$ cat src/rtl/regbank_pkg.sv
package regbank_pkg;

  // Word offset inside a four-word register group selects the operation.
  typedef enum logic [1:0] {
    OP_WRITE  = 2'd0,
    OP_SET    = 2'd1,
    OP_CLEAR  = 2'd2,
    OP_INVERT = 2'd3
  } reg_op_e;

endpackage

$ cat src/rtl/rb_rst_sync.sv
module rb_rst_sync (
  input  logic clk,
  input  logic arst_n,
  output logic srst_n
);

  logic [1:0] stage_q;

  always_ff @(posedge clk or negedge arst_n) begin
    if (!arst_n) stage_q <= 2'b00;
    else         stage_q <= {stage_q[0], 1'b1};
  end

  assign srst_n = stage_q[1];

endmodule

$ cat src/rtl/rb_decode.sv
module rb_decode
  import regbank_pkg::*;
#(
  parameter int NUM_REGS = 4,
  parameter int ADDR_W   = 8,
  parameter logic [NUM_REGS-1:0] ALIAS_EN = '1,
  localparam int SEL_W  = (NUM_REGS > 1) ? $clog2(NUM_REGS) : 1,
  localparam int WORD_W = ADDR_W - 2,
  localparam int IDX_W  = WORD_W - 2
) (
  input  logic [ADDR_W-1:0] addr,
  output logic              hit,
  output logic [SEL_W-1:0]  sel,
  output reg_op_e           op
);

  localparam logic [IDX_W:0] NREG = (IDX_W+1)'(NUM_REGS);

  logic [WORD_W-1:0] word;
  logic [IDX_W-1:0]  idx;
  logic              aligned;
  logic              in_range;
  logic              alias_ok;

  always_comb begin
    word     = addr[ADDR_W-1:2];
    idx      = word[WORD_W-1:2];
    op       = reg_op_e'(word[1:0]);
    sel      = idx[SEL_W-1:0];
    aligned  = (addr[1:0] == 2'b00);
    in_range = ({1'b0, idx} < NREG);
    alias_ok = (op == OP_WRITE) || (in_range && ALIAS_EN[sel]);
    hit      = aligned && in_range && alias_ok;
  end

endmodule

$ cat src/rtl/rb_reg_slice.sv
module rb_reg_slice
  import regbank_pkg::*;
#(
  parameter int DATA_W = 32,
  parameter logic [DATA_W-1:0] RST_VAL   = '0,
  parameter logic [DATA_W-1:0] RO_MASK   = '0,
  parameter logic [DATA_W-1:0] FORCE_SET = '0
) (
  input  logic              clk,
  input  logic              rst_n,
  input  logic              wr_en,
  input  reg_op_e           op,
  input  logic [DATA_W-1:0] wd,
  output logic [DATA_W-1:0] q
);

  localparam logic [DATA_W-1:0] RESET_WORD = RST_VAL | FORCE_SET;

  logic [DATA_W-1:0] open_bits;
  logic [DATA_W-1:0] q_nxt;

  always_comb begin
    open_bits = wd & ~RO_MASK;
    unique case (op)
      OP_WRITE:  q_nxt = (q & RO_MASK) | open_bits;
      OP_SET:    q_nxt = q | open_bits;
      OP_CLEAR:  q_nxt = q & ~open_bits;
      OP_INVERT: q_nxt = q ^ open_bits;
      default:   q_nxt = q;
    endcase
  end

  always_ff @(posedge clk or negedge rst_n) begin
    if (!rst_n)     q <= RESET_WORD;
    else if (wr_en) q <= q_nxt;
  end

  // protected bits never move on any write
  a_r2_protected_hold: assert property (@(posedge clk) disable iff (!rst_n)
    wr_en |=> ((q & RO_MASK) == ($past(q) & RO_MASK)));

  // every unprotected bit written through the set alias reads back as 1
  a_r3_set_bits: assert property (@(posedge clk) disable iff (!rst_n)
    (wr_en && op == OP_SET) |=> ((q & $past(wd) & ~RO_MASK) == ($past(wd) & ~RO_MASK)));

  // every unprotected bit written through the clear alias reads back as 0
  a_r4_clear_bits: assert property (@(posedge clk) disable iff (!rst_n)
    (wr_en && op == OP_CLEAR) |=> ((q & $past(wd) & ~RO_MASK) == '0));

  // the bits that changed are exactly the unprotected written ones
  a_r5_invert_bits: assert property (@(posedge clk) disable iff (!rst_n)
    (wr_en && op == OP_INVERT) |=> (((q ^ $past(q)) & ~RO_MASK) == ($past(wd) & ~RO_MASK)));

  // without a write strobe the register holds
  a_r7_idle_hold: assert property (@(posedge clk) disable iff (!rst_n)
    !wr_en |=> $stable(q));

endmodule

$ cat src/rtl/alias_reg_bank.sv
module alias_reg_bank
  import regbank_pkg::*;
#(
  parameter int NUM_REGS = 4,
  parameter int DATA_W   = 32,
  parameter int ADDR_W   = 8,
  parameter logic [NUM_REGS-1:0][DATA_W-1:0] RST_VAL =
    {32'h0000_0000, 32'hA5A5_0000, 32'h0000_00FF, 32'h0001_3001},
  parameter logic [NUM_REGS-1:0][DATA_W-1:0] RO_MASK =
    {32'hF000_000F, 32'h0000_00FF, 32'h0000_0000, 32'hFFFF_0000},
  parameter logic [NUM_REGS-1:0][DATA_W-1:0] FORCE_SET =
    {32'h8000_0000, 32'h0000_0000, 32'h0000_0000, 32'h8000_0000},
  parameter logic [NUM_REGS-1:0] ALIAS_EN = 4'b0111
) (
  input  logic              clk,
  input  logic              rst_n,
  input  logic [ADDR_W-1:0] addr,
  input  logic              wr_en,
  input  logic [DATA_W-1:0] wr_data,
  input  logic              rd_en,
  output logic [DATA_W-1:0] rd_data,
  output logic              err
);

  localparam int SEL_W = (NUM_REGS > 1) ? $clog2(NUM_REGS) : 1;

  logic                             srst_n;
  logic                             hit;
  logic [SEL_W-1:0]                 sel;
  reg_op_e                          op;
  logic [NUM_REGS-1:0][DATA_W-1:0]  q_all;
  logic [NUM_REGS-1:0]              slice_we;
  logic [DATA_W-1:0]                rd_mux;
  logic [DATA_W-1:0]                rd_nxt;
  logic                             err_nxt;

  rb_rst_sync u_rst (
    .clk    (clk),
    .arst_n (rst_n),
    .srst_n (srst_n)
  );

  rb_decode #(
    .NUM_REGS (NUM_REGS),
    .ADDR_W   (ADDR_W),
    .ALIAS_EN (ALIAS_EN)
  ) u_dec (
    .addr (addr),
    .hit  (hit),
    .sel  (sel),
    .op   (op)
  );

  for (genvar k = 0; k < NUM_REGS; k++) begin : g_reg
    assign slice_we[k] = wr_en && hit && (sel == SEL_W'(k));

    rb_reg_slice #(
      .DATA_W    (DATA_W),
      .RST_VAL   (RST_VAL[k]),
      .RO_MASK   (RO_MASK[k]),
      .FORCE_SET (FORCE_SET[k])
    ) u_slice (
      .clk   (clk),
      .rst_n (srst_n),
      .wr_en (slice_we[k]),
      .op    (op),
      .wd    (wr_data),
      .q     (q_all[k])
    );
  end

  always_comb begin
    rd_mux  = hit ? q_all[sel] : '0;
    rd_nxt  = rd_en ? rd_mux : rd_data;
    err_nxt = (wr_en || rd_en) && !hit;
  end

  always_ff @(posedge clk or negedge srst_n) begin
    if (!srst_n) begin
      rd_data <= '0;
      err     <= 1'b0;
    end else begin
      rd_data <= rd_nxt;
      err     <= err_nxt;
    end
  end

  // a rejected access flags err in the following cycle
  a_r7_err_flag: assert property (@(posedge clk) disable iff (!srst_n)
    ((wr_en || rd_en) && !hit) |=> err);

  // a rejected read returns zero
  a_r7_bad_read_zero: assert property (@(posedge clk) disable iff (!srst_n)
    (rd_en && !hit) |=> (rd_data == '0));

  // an accepted access or idle cycle leaves err low
  a_r7_err_single: assert property (@(posedge clk) disable iff (!srst_n)
    (!(wr_en || rd_en) || hit) |=> !err);

  // rd_data holds while no read is requested
  a_r6_read_hold: assert property (@(posedge clk) disable iff (!srst_n)
    !rd_en |=> $stable(rd_data));

  // at most one register is written per cycle
  a_r2_one_writer: assert property (@(posedge clk) disable iff (!srst_n)
    $onehot0(slice_we));

endmodule

$ cat config.mk
export PLATFORM = sky130hd
export DESIGN_NAME = alias_reg_bank
export DESIGN_NICKNAME = d
export VERILOG_FILES = /design/src/rtl/regbank_pkg.sv /design/src/rtl/rb_rst_sync.sv /design/src/rtl/rb_decode.sv /design/src/rtl/rb_reg_slice.sv /design/src/rtl/alias_reg_bank.sv
export SDC_FILE = /design/constraint.sdc
export NUM_CORES = 1
export LEC_CHECK = 0
export CAP_MARGIN = 10
export CORE_UTILIZATION = 39
export CTS_BUF_LIST = sky130_fd_sc_hd__clkbuf_4 sky130_fd_sc_hd__clkbuf_8
export DETAILED_ROUTE_END_ITERATION = 12
export DONT_BUFFER_PORTS = 1
export MAX_ROUTING_LAYER = met4
export PLACE_DENSITY = 0.63
export SLEW_MARGIN = 30
export SYNTH_ARGS = -nofsm -noshare
export SYNTH_HDL_FRONTEND = slang
export SYNTH_SLANG_ARGS = --single-unit
export TNS_END_PERCENT = 5
$ cat constraint.sdc
create_clock -name clk -period 6.45 [get_ports clk]
set_clock_uncertainty 0.05 [all_clocks]
set_input_delay 0.9675 -clock clk [delete_from_list [all_inputs] [get_ports clk]]
set_output_delay 0.9675 -clock clk [all_outputs]
set_load 0.01 [all_outputs]
# After elaboration in Yosys (flattened, before gate mapping)
# Index checks and enable logic that the tools add are counted.
# classes
n_lt_le_gt_ge	2
n_eq_ne	6
n_mux	9
bitwise_logic	19
n_reduce_logical	15
# ops
op	count
one-hot mux 32 bit (4 select lines)	4
bitwise AND 32 bit	4
binary-select mux 32 bit (select 2 bit)	1
two-way mux 32 bit	2
inverter 32 bit	2
OR 32 x 16 -> 32 bit	2
OR 32 x 28 -> 32 bit	2
OR 32 bit	2
XOR 32 bit	2
inverter 16 -> 32 bit	1
inverter 28 -> 32 bit	1
OR 8 x 32 -> 32 bit	1
XOR 32 x 16 -> 32 bit	1
XOR 32 x 28 -> 32 bit	1
logical AND 1 bit	9
== test 2 bit (second input constant)	4
logical NOT 2 bit	3
== test 2 x 1 -> 1 bit (second input constant)	2
< comparator 4 x 3 -> 1 bit (second input constant)	1
< comparator 2 x 3 -> 1 bit (second input constant)	1
binary-select mux 1 bit (select 2 bit)	1
logical OR 1 bit	2
logical NOT 1 bit	1
two-way mux 1 bit	1
# word_totals
reg_bits	163
in_bits	44
out_inout_bits	33
elab_cells	58

# Logic depth before layout (Yosys ltp)
# Gate-level depths: netlist of the first run.
# logic_depth
word_depth	7
mapped_depth	8
ltp_nobuf	5

# By module
# Synthesis of the first run repeated with hierarchy kept, for this count alone.
# unflattened
hier_cells	1196
area_unflattened_um2	13085.0
# modules_own_cells
mod	n_inst	cells_per_inst	area_each_um2	seq_area_each_um2
rb_reg_slice at g_reg[1].u_slice	1	311	3340.7	810.8
rb_reg_slice at g_reg[2].u_slice	1	250	2713.9	810.8
rb_reg_slice at g_reg[3].u_slice	1	250	2708.8	802.0
alias_reg_bank	1	187	2123.3	825.8
rb_reg_slice at g_reg[0].u_slice	1	188	2094.5	807.0
rb_rst_sync	1	3	53.8	50.0
rb_decode	1	7	50.0	0.0

# Worst setup path before layout of the first run
# No wires, ideal clock.
# synth_path
path_kind	input to register
start	input port addr[2]
end	register g_reg[3].u_slice.q[0]
setup_ns	0.118
arrival_time_ns	2.352
required_ns	6.282
path_slack_ns	3.930
stages	5
n_path_buf	1
path_cell_list	ha_1 -> clkbuf_1 -> or3_1 -> nor3_1 -> and2b_1
# synth_between
elab_chain_cells	5
word_cells_on_any_way	9
cone_classes	eq/ne: 3; mux: 1; reduce/logical: 5
# synth_lines
element	line_no	text
from (decl)	alias_reg_bank.sv:17	input logic [ADDR_W-1:0] addr,
branches (longest 5 deep; another with one-hot mux 32 bit (4 select lines))	n/a	
to (signal assigned)	rb_reg_slice.sv:35	else if (wr_en) q <= q_nxt;
to (decl)	rb_reg_slice.sv:14	output logic [DATA_W-1:0] q
# Several ways; the timed one is not identified.
# A chain may end at the register's enable or synchronous reset.

# Worst setup path in the final report of the first run
# layout_path
start	input port addr[2]
end	register g_reg[1].u_slice.q[8]
# layout_between
elab_chain_cells	5
word_cells_on_any_way	9
cone_classes	eq/ne: 3; mux: 1; reduce/logical: 5
# layout_lines
element	line_no
branches (longest 5 deep; another with one-hot mux 32 bit (4 select lines))	n/a
to (signal assigned)	rb_reg_slice.sv:35
to (decl)	rb_reg_slice.sv:14
# Several ways; the timed one is not identified.

==> impl_metrics.csv, run 1 <==
group,metric,value,unit
logic_synthesis,synthAdderAreaFrac,0.203,
power,power_density,194,mW/mm2
power,ir_drop,124,uV
clock_tree,cts_sinks,163,
sta,rsz0062_at_grt,"false",
run_status,status,"completed",
clock_tree,clk_path_buf_depth,2,
route,wl_per_cell,18.8,um
global_routing,track_usage,0.200,
logic_synthesis,synthXorXnorAreaFrac,0,
power,p_leak,5.94,nW
logic_synthesis,yosys.area.top_type,"dfrtp_1",
floorplan,num_rows,64,
logic_synthesis,ys_seq_area_frac,0.338,
logic_synthesis,synth_compound_area_frac,0.115,
route,viasPerCell,5.43,
logic_synthesis,synth_top_flop_cell,"dfrtp_1",
setup_path,crit_slowest_cell,"ha_4",
setup_path,worstPathRequired,6.76,ns
floorplan,die_h,178,um
route,drc,0,
route,drt-initial-drc-count,636,
final_layout,postLayoutCoreUtil,0.422,
clock_tree,insertion_delay,0.48,ns
logic_synthesis,synthArstFlopShare,1.00,
place,gp_congestion,0.778,
place,portBuffers,0,
global_routing,grt_pass1_wl,47.9,mm
global_routing,grt_pass1_vias,8634,
floorplan,dieArea,0.0318,mm2
logic_synthesis,synth_top_family_by_area,"adder cells",
sta,finalSetupViolCount,0,
final_layout,n_fill_cell,2884,
logic_synthesis,syn_area,0.0121,mm2
final_layout,area_growth,6.43,%
final_layout,num_antenna_cells,0,
clock_tree,root_buffer,"clkbuf_8",
place,dp_hpwl,17.6,mm
floorplan,start_util,0.397,
floorplan,die_w,178,um
clock_tree,postCtsHoldBufs,0,
run,maxCapViolCount,0,
sta,tightest_slew,0.975,ns
sta,slew_violations,0,
min_path,hold_class,"input port to asynchronous set/reset pin",
global_routing,grt_overflow,0,
clock_tree,cts.clk_slew.worst_paths,0.09,ns
logic_synthesis,postSynthAreaPerCell,10.2,um2
global_routing,grt_antenna_before_repair,0,
clock_tree,htreeDepth,4,
global_routing,grt_max_degree,133,
logic_synthesis,muxShareOfSynthArea,0.155,
setup_path,start_kind,"input port",
floorplan,design.core.area,0.0306,mm2
sta,slew_headroom,0.350,
setup_path,cp_cell_sequence,"inv_1, ha_4, buf_4, nor2b_1, a31oi_1, mux2_2",
final_layout,finalNetCount,1386,
setup_path,crit_fanout,57,
logic_synthesis,yosys.area_share.simple,0.120,
setup_path,worst-path-buf-inv,2,
clock_tree,tritoncts,"done",
floorplan,ios,77,
logic_synthesis,ys_warn_count,0,
sta,fin_crit_sh,0.426,
logic_synthesis,ys_ff_latch,163,
setup_path,r2r_setup_slack,4.98,ns
clock_tree,cts.repair.resized,0,
sta,final.setup.tns,0,ns
route,wl,29.3,mm
route,via_count,8433,
sta,hold_viol_final,0,
setup_path,cp.arrival,3.05,ns
setup_path,critPathCaptureType,"register",
sta,fmax,364,MHz
logic_synthesis,synth.distinct_cells,37,
setup_path,critical_path_class,"input port to register",
logic_synthesis,synthTopCellsByArea,"dfrtp_1 (29%), ha_1 (20%), mux2_2 (7.0%), mux4_2 (5.9%), a31oi_1 (4.9%)",
route,ant_nets,0,
logic_synthesis,synth.most_common_cell,"ha_1",
logic_synthesis,synth-edff-count,0,
setup_path,cp_top_family,"buffers and inverters",
clock_tree,cts_made_buffers,17,
logic_synthesis,netlist.area_leader.share,0.291,
clock_tree,cts_setup_buffers,0,
final_layout,drive_gt1_frac,0.174,
logic_synthesis,syn-instance-count,1187,
logic_synthesis,synth_common_cells,"ha_1 (197), dfrtp_1 (141), inv_1 (132)",
route,firstDrtPassIters,5,
setup_path,cp_slowest_stage_delay,0.63,ns
sta,period_minus_slack,2.75,ns
logic_synthesis,syn-num-nets,1428,
[path summary, 6_finish.rpt]
| check | start | endpoint | cells past startpoint |
|---|---|---|---|
| setup / recovery | addr[2] | g_reg[1].u_slice.q[8] | 6 |
| hold / removal | rst_n | u_rst.stage_q[1] | 0 |
| setup reg to reg | u_rst.stage_q[1] | rd_data[28] | 1 |
| hold reg to reg | u_rst.stage_q[1] | g_reg[0].u_slice.q[7] | 0 |
| max in group asynchronous | u_rst.stage_q[1] | rd_data[28] | 1 |
| min in group clk | u_rst.stage_q[0] | u_rst.stage_q[1] | 0 |
[cell type report]
type | count | area, um2 | area share
multi-input cells | 820 | 7250 | 0.562
repair buffers | 11 | 98.8 | 0.00765
clock buffers | 20 | 263 | 0.0203
well taps | 396 | 495 | 0.0384
clock inverters | 12 | 200 | 0.0155
inverters | 132 | 495 | 0.0384
flip-flops and latches | 163 | 4110 | 0.318
[registers in the layout (all words and copies together) (netlist names)]
name	cells
err	1
g.u_slice.q	128
rd_data	32
u_rst.stage_q	2
[placed cells by master, fill, tap and decap left out, drive strengths merged]
cell type and n:
buf 11, nor2b 40, a21oi 93, dfrtp 141
and2b 1, a31oi 96, and2 24, nand4 2
and4b 1, and3 1, a22oi 3, a22o 32
or4 1, clkbuf 20, nand3b 1, or3 1
clkinv 5, nor3 2, nand4b 1, o211a 1
nand2 94, ha 197, nor4 1, bufinv 5
o21ai 1, o21a 1, nand2b 96, mux4 32
dfstp 22, inv 134, or2 1, conb 1
mux2 96
[routing by layer]
metal | global-route usage | vias to the layer above | wire (um) | share of wire
met2 | 0.314 | 158 | 13700 | 0.47
li1 | - | 3984 | - | -
met5 | - | - | 0 | 0
met3 | 0.0416 | 37 | 1300 | 0.044
met4 | 0.0583 | 0 | 566 | 0.019
met1 | 0.260 | 4254 | 13700 | 0.47
[cell families (layout without fill, tap and decap cells)]
family                     count (synthesis)  after routing
buffers and inverters                    204            175
and+or+nand+nor                          267            267
muxes                                    128            128
AOI/OAI and AO/OA                        227            227
adders and majority gates                197            197
other                                      1              1
DFF                                      163            163
[stage by stage]
step	cell area [um2]	cells	total power, mW	setup WS (ns)	hold WS, ns
detailed placement	12500	1522	1.63	3.22	0.237
CTS	12900	1554	2.53	3.74	0.0984
finish	12900	1554	2.50	3.70	0.130
global placement	12400	1522	1.60	3.29	0.230
global route	12900	1554	2.65	3.55	0.0825
floorplan	12100	1187	1.53	1.56	0.281
[where the power goes]
part	switching, mW	leakage (nW)	internal, mW
sequential	0.0711	2.16	1.10
clock	0.413	0.238	0.482
combinational	0.230	3.54	0.213
Note: power is estimated with default switching activity, not from simulation.
==> run 2: changes to the inputs <==
Settings changed: PLACE_DENSITY 0.63 to 0.65.
Clock period 6.45 ns to 2.35 ns, I/O delays scaled along.
==> run 2 against run 1 <==
  * Count of clock-buffer cells in the layout down 3
  * Die area unchanged
  * Register-to-register slack got worse by 4.1 ns
  * Clock power increased by 130%
  * Routed wire length shrank 1.1%
  * Final area increased by 1.8%
  * Global-route usage down 0.52 points
  * Non-clock buffer count grew 24
  * Cell count is 1.5% higher
  * Largest cell class unchanged
  * Highest routed layer unchanged
==> impl_metrics.csv, run 2 (synthesis results as in run 1) <==
group,metric,value,unit
final_layout,n_fill_cell,2889,
floorplan,design.core.area,0.0306,mm2
final_layout,fin_cells,1578,
route,drt-initial-drc-count,502,
clock_tree,cts.repair.resized,0,
route,ant_nets,0,
clock_tree,tritoncts,"done",
setup_path,r2r-end,"g_reg[2].u_slice.q[15]",
sta,hold_viol_final,0,
floorplan,start_util,0.397,
setup_path,rr_worst_depth,5,
clock_tree,clk_path_buf_depth,2,
floorplan,ios,77,
route,viasPerCell,5.42,
sta,fin_crit_sh,0.653,
final_layout,top_regs,"g.u_slice.q: 128 flops, rd_data: 32 flops, u_rst.stage_q: 2 flops",
setup_path,worstPathRequired,2.66,ns
power,power_density,496,mW/mm2
final_layout,finalNetCount,1410,
floorplan,dieArea,0.0318,mm2
clock_tree,cts_setup_buffers,0,
final_layout,largest_reg_flops,128,
final_layout,regMostFlops,"g.u_slice.q",
place,dp.cells,1542,
setup_path,critical_path_class,"input port to register",
sta,rsz0062_at_grt,"false",
power,ir_drop,371,uV
global_routing,track_usage,0.195,
sta,fmax,652,MHz
run,maxCapViolCount,0,
sta,worst_slack,0.816,ns
global_routing,grt_max_degree,106,
final_layout,num_antenna_cells,0,
sta,final.setup.tns,0,ns
floorplan,die_w,178,um
min_path,hp-start,"wr_en",
sta,slew_violations,0,
route,firstDrtPassIters,5,
clock_tree,insertion_delay,0.49,ns
final_layout,drive_gt1_frac,0.188,
run_status,status,"completed",
route,wl,28.9,mm
route,drc,0,
min_path,hold_end,"g_reg[3].u_slice.q[28]",
clock_tree,cts.clk_slew.worst_paths,0.12,ns
setup_path,reg2reg_from,"g_reg[2].u_slice.q[15]",
clock_tree,htreeDepth,4,
power,p_leak,6.03,nW
final_layout,layout_commonest_cell,"ha_1",
min_path,hold_depth,3,
route,wl_per_cell,18.3,um
clock_tree,cts_made_buffers,17,
sta,slew_headroom,0.586,
setup_path,start_kind,"input port",
sta,finalSetupViolCount,0,
global_routing,grt_overflow,0,
setup_path,r2r_setup_slack,0.89,ns
clock_tree,cts_sinks,163,
final_layout,layout_common_cells,"ha_1 (193), dfrtp_1 (140), inv_1 (132)",
place,portBuffers,0,
place,place_ws,0.325,ns
clock_tree,postCtsHoldBufs,4,
global_routing,grt_pass1_wl,46.7,mm
sta,period_minus_slack,1.53,ns
route,via_count,8549,
global_routing,grt_antenna_before_repair,0,
sta,tightest_slew,0.622,ns
min_path,hold_class,"input port to register",
global_routing,grt_pass1_vias,8564,
final_layout,area_growth,8.30,%
setup_path,cp.arrival,1.85,ns
setup_path,critPathCaptureType,"register",
place,gp_congestion,0.787,
setup_path,crit_fanout,43,
floorplan,die_h,178,um
place,dp_hpwl,18.3,mm
clock_tree,root_buffer,"clkbuf_8",
floorplan,num_rows,64,
run 2: stage by stage:
stage	area (um2)	hold slack (ns)	util	power (mW)
after floorplan	12100	0.00691	-	4.19
after global routing	13100	0.0981	0.430	6.89
after CTS	13100	0.0645	0.430	6.60
final	13100	0.108	0.430	6.52
after global placement	12700	0.00696	0.416	4.44
after detailed placement	12700	0.00696	0.416	4.52
run 2: cell type report:
cell class                      count  area [um2]  share of cell area
Clock inverter                     15         135              0.0103
Timing Repair Buffer               35         423              0.0322
Clock buffer                       17         234              0.0178
Tap cell                          396         495              0.0377
Inverter                          132         495              0.0377
Sequential cell                   163        4110               0.313
Multi-Input combinational cell    820        7250               0.552
run 2: worst max-delay path, stage by stage:
cell     delay, ns
inv_1         0.15
ha_4          0.35
buf_12        0.26
nor2b_1       0.35
a31oi_1       0.07
mux2_2        0.27
run 2: how the worst max path moves through the flow:
stage             from                endpoint  slack [ns]  depth (start not counted)
6_report       addr[2]  g_reg[0].u_slice.q[14]        0.82                          6
5_1_grt        addr[2]  g_reg[1].u_slice.q[11]        0.76                          6
4_1_cts        addr[2]   g_reg[0].u_slice.q[1]        0.87                          7
3_5_place_dp   addr[2]  g_reg[2].u_slice.q[13]        0.33                          6
3_3_place_gp   addr[2]  g_reg[1].u_slice.q[11]        0.35                          6
2_1_floorplan  addr[2]   g_reg[3].u_slice.q[0]        0.44                          5
run 2: routing by layer:
metal | wire length [um] | vias up | GRT usage | part of all wire
met1 | 13400 | 4365 | 0.248 | 0.46
met4 | 395 | 0 | 0.0491 | 0.014
met2 | 13900 | 129 | 0.315 | 0.48
met3 | 1260 | 23 | 0.0401 | 0.044
li1 | - | 4032 | - | -
met5 | 0 | - | - | 0
run 2: power breakdown:
part	switching, mW	internal (mW)
clock	1.28	0.777
sequential	0.190	3.01
combinational	0.641	0.624
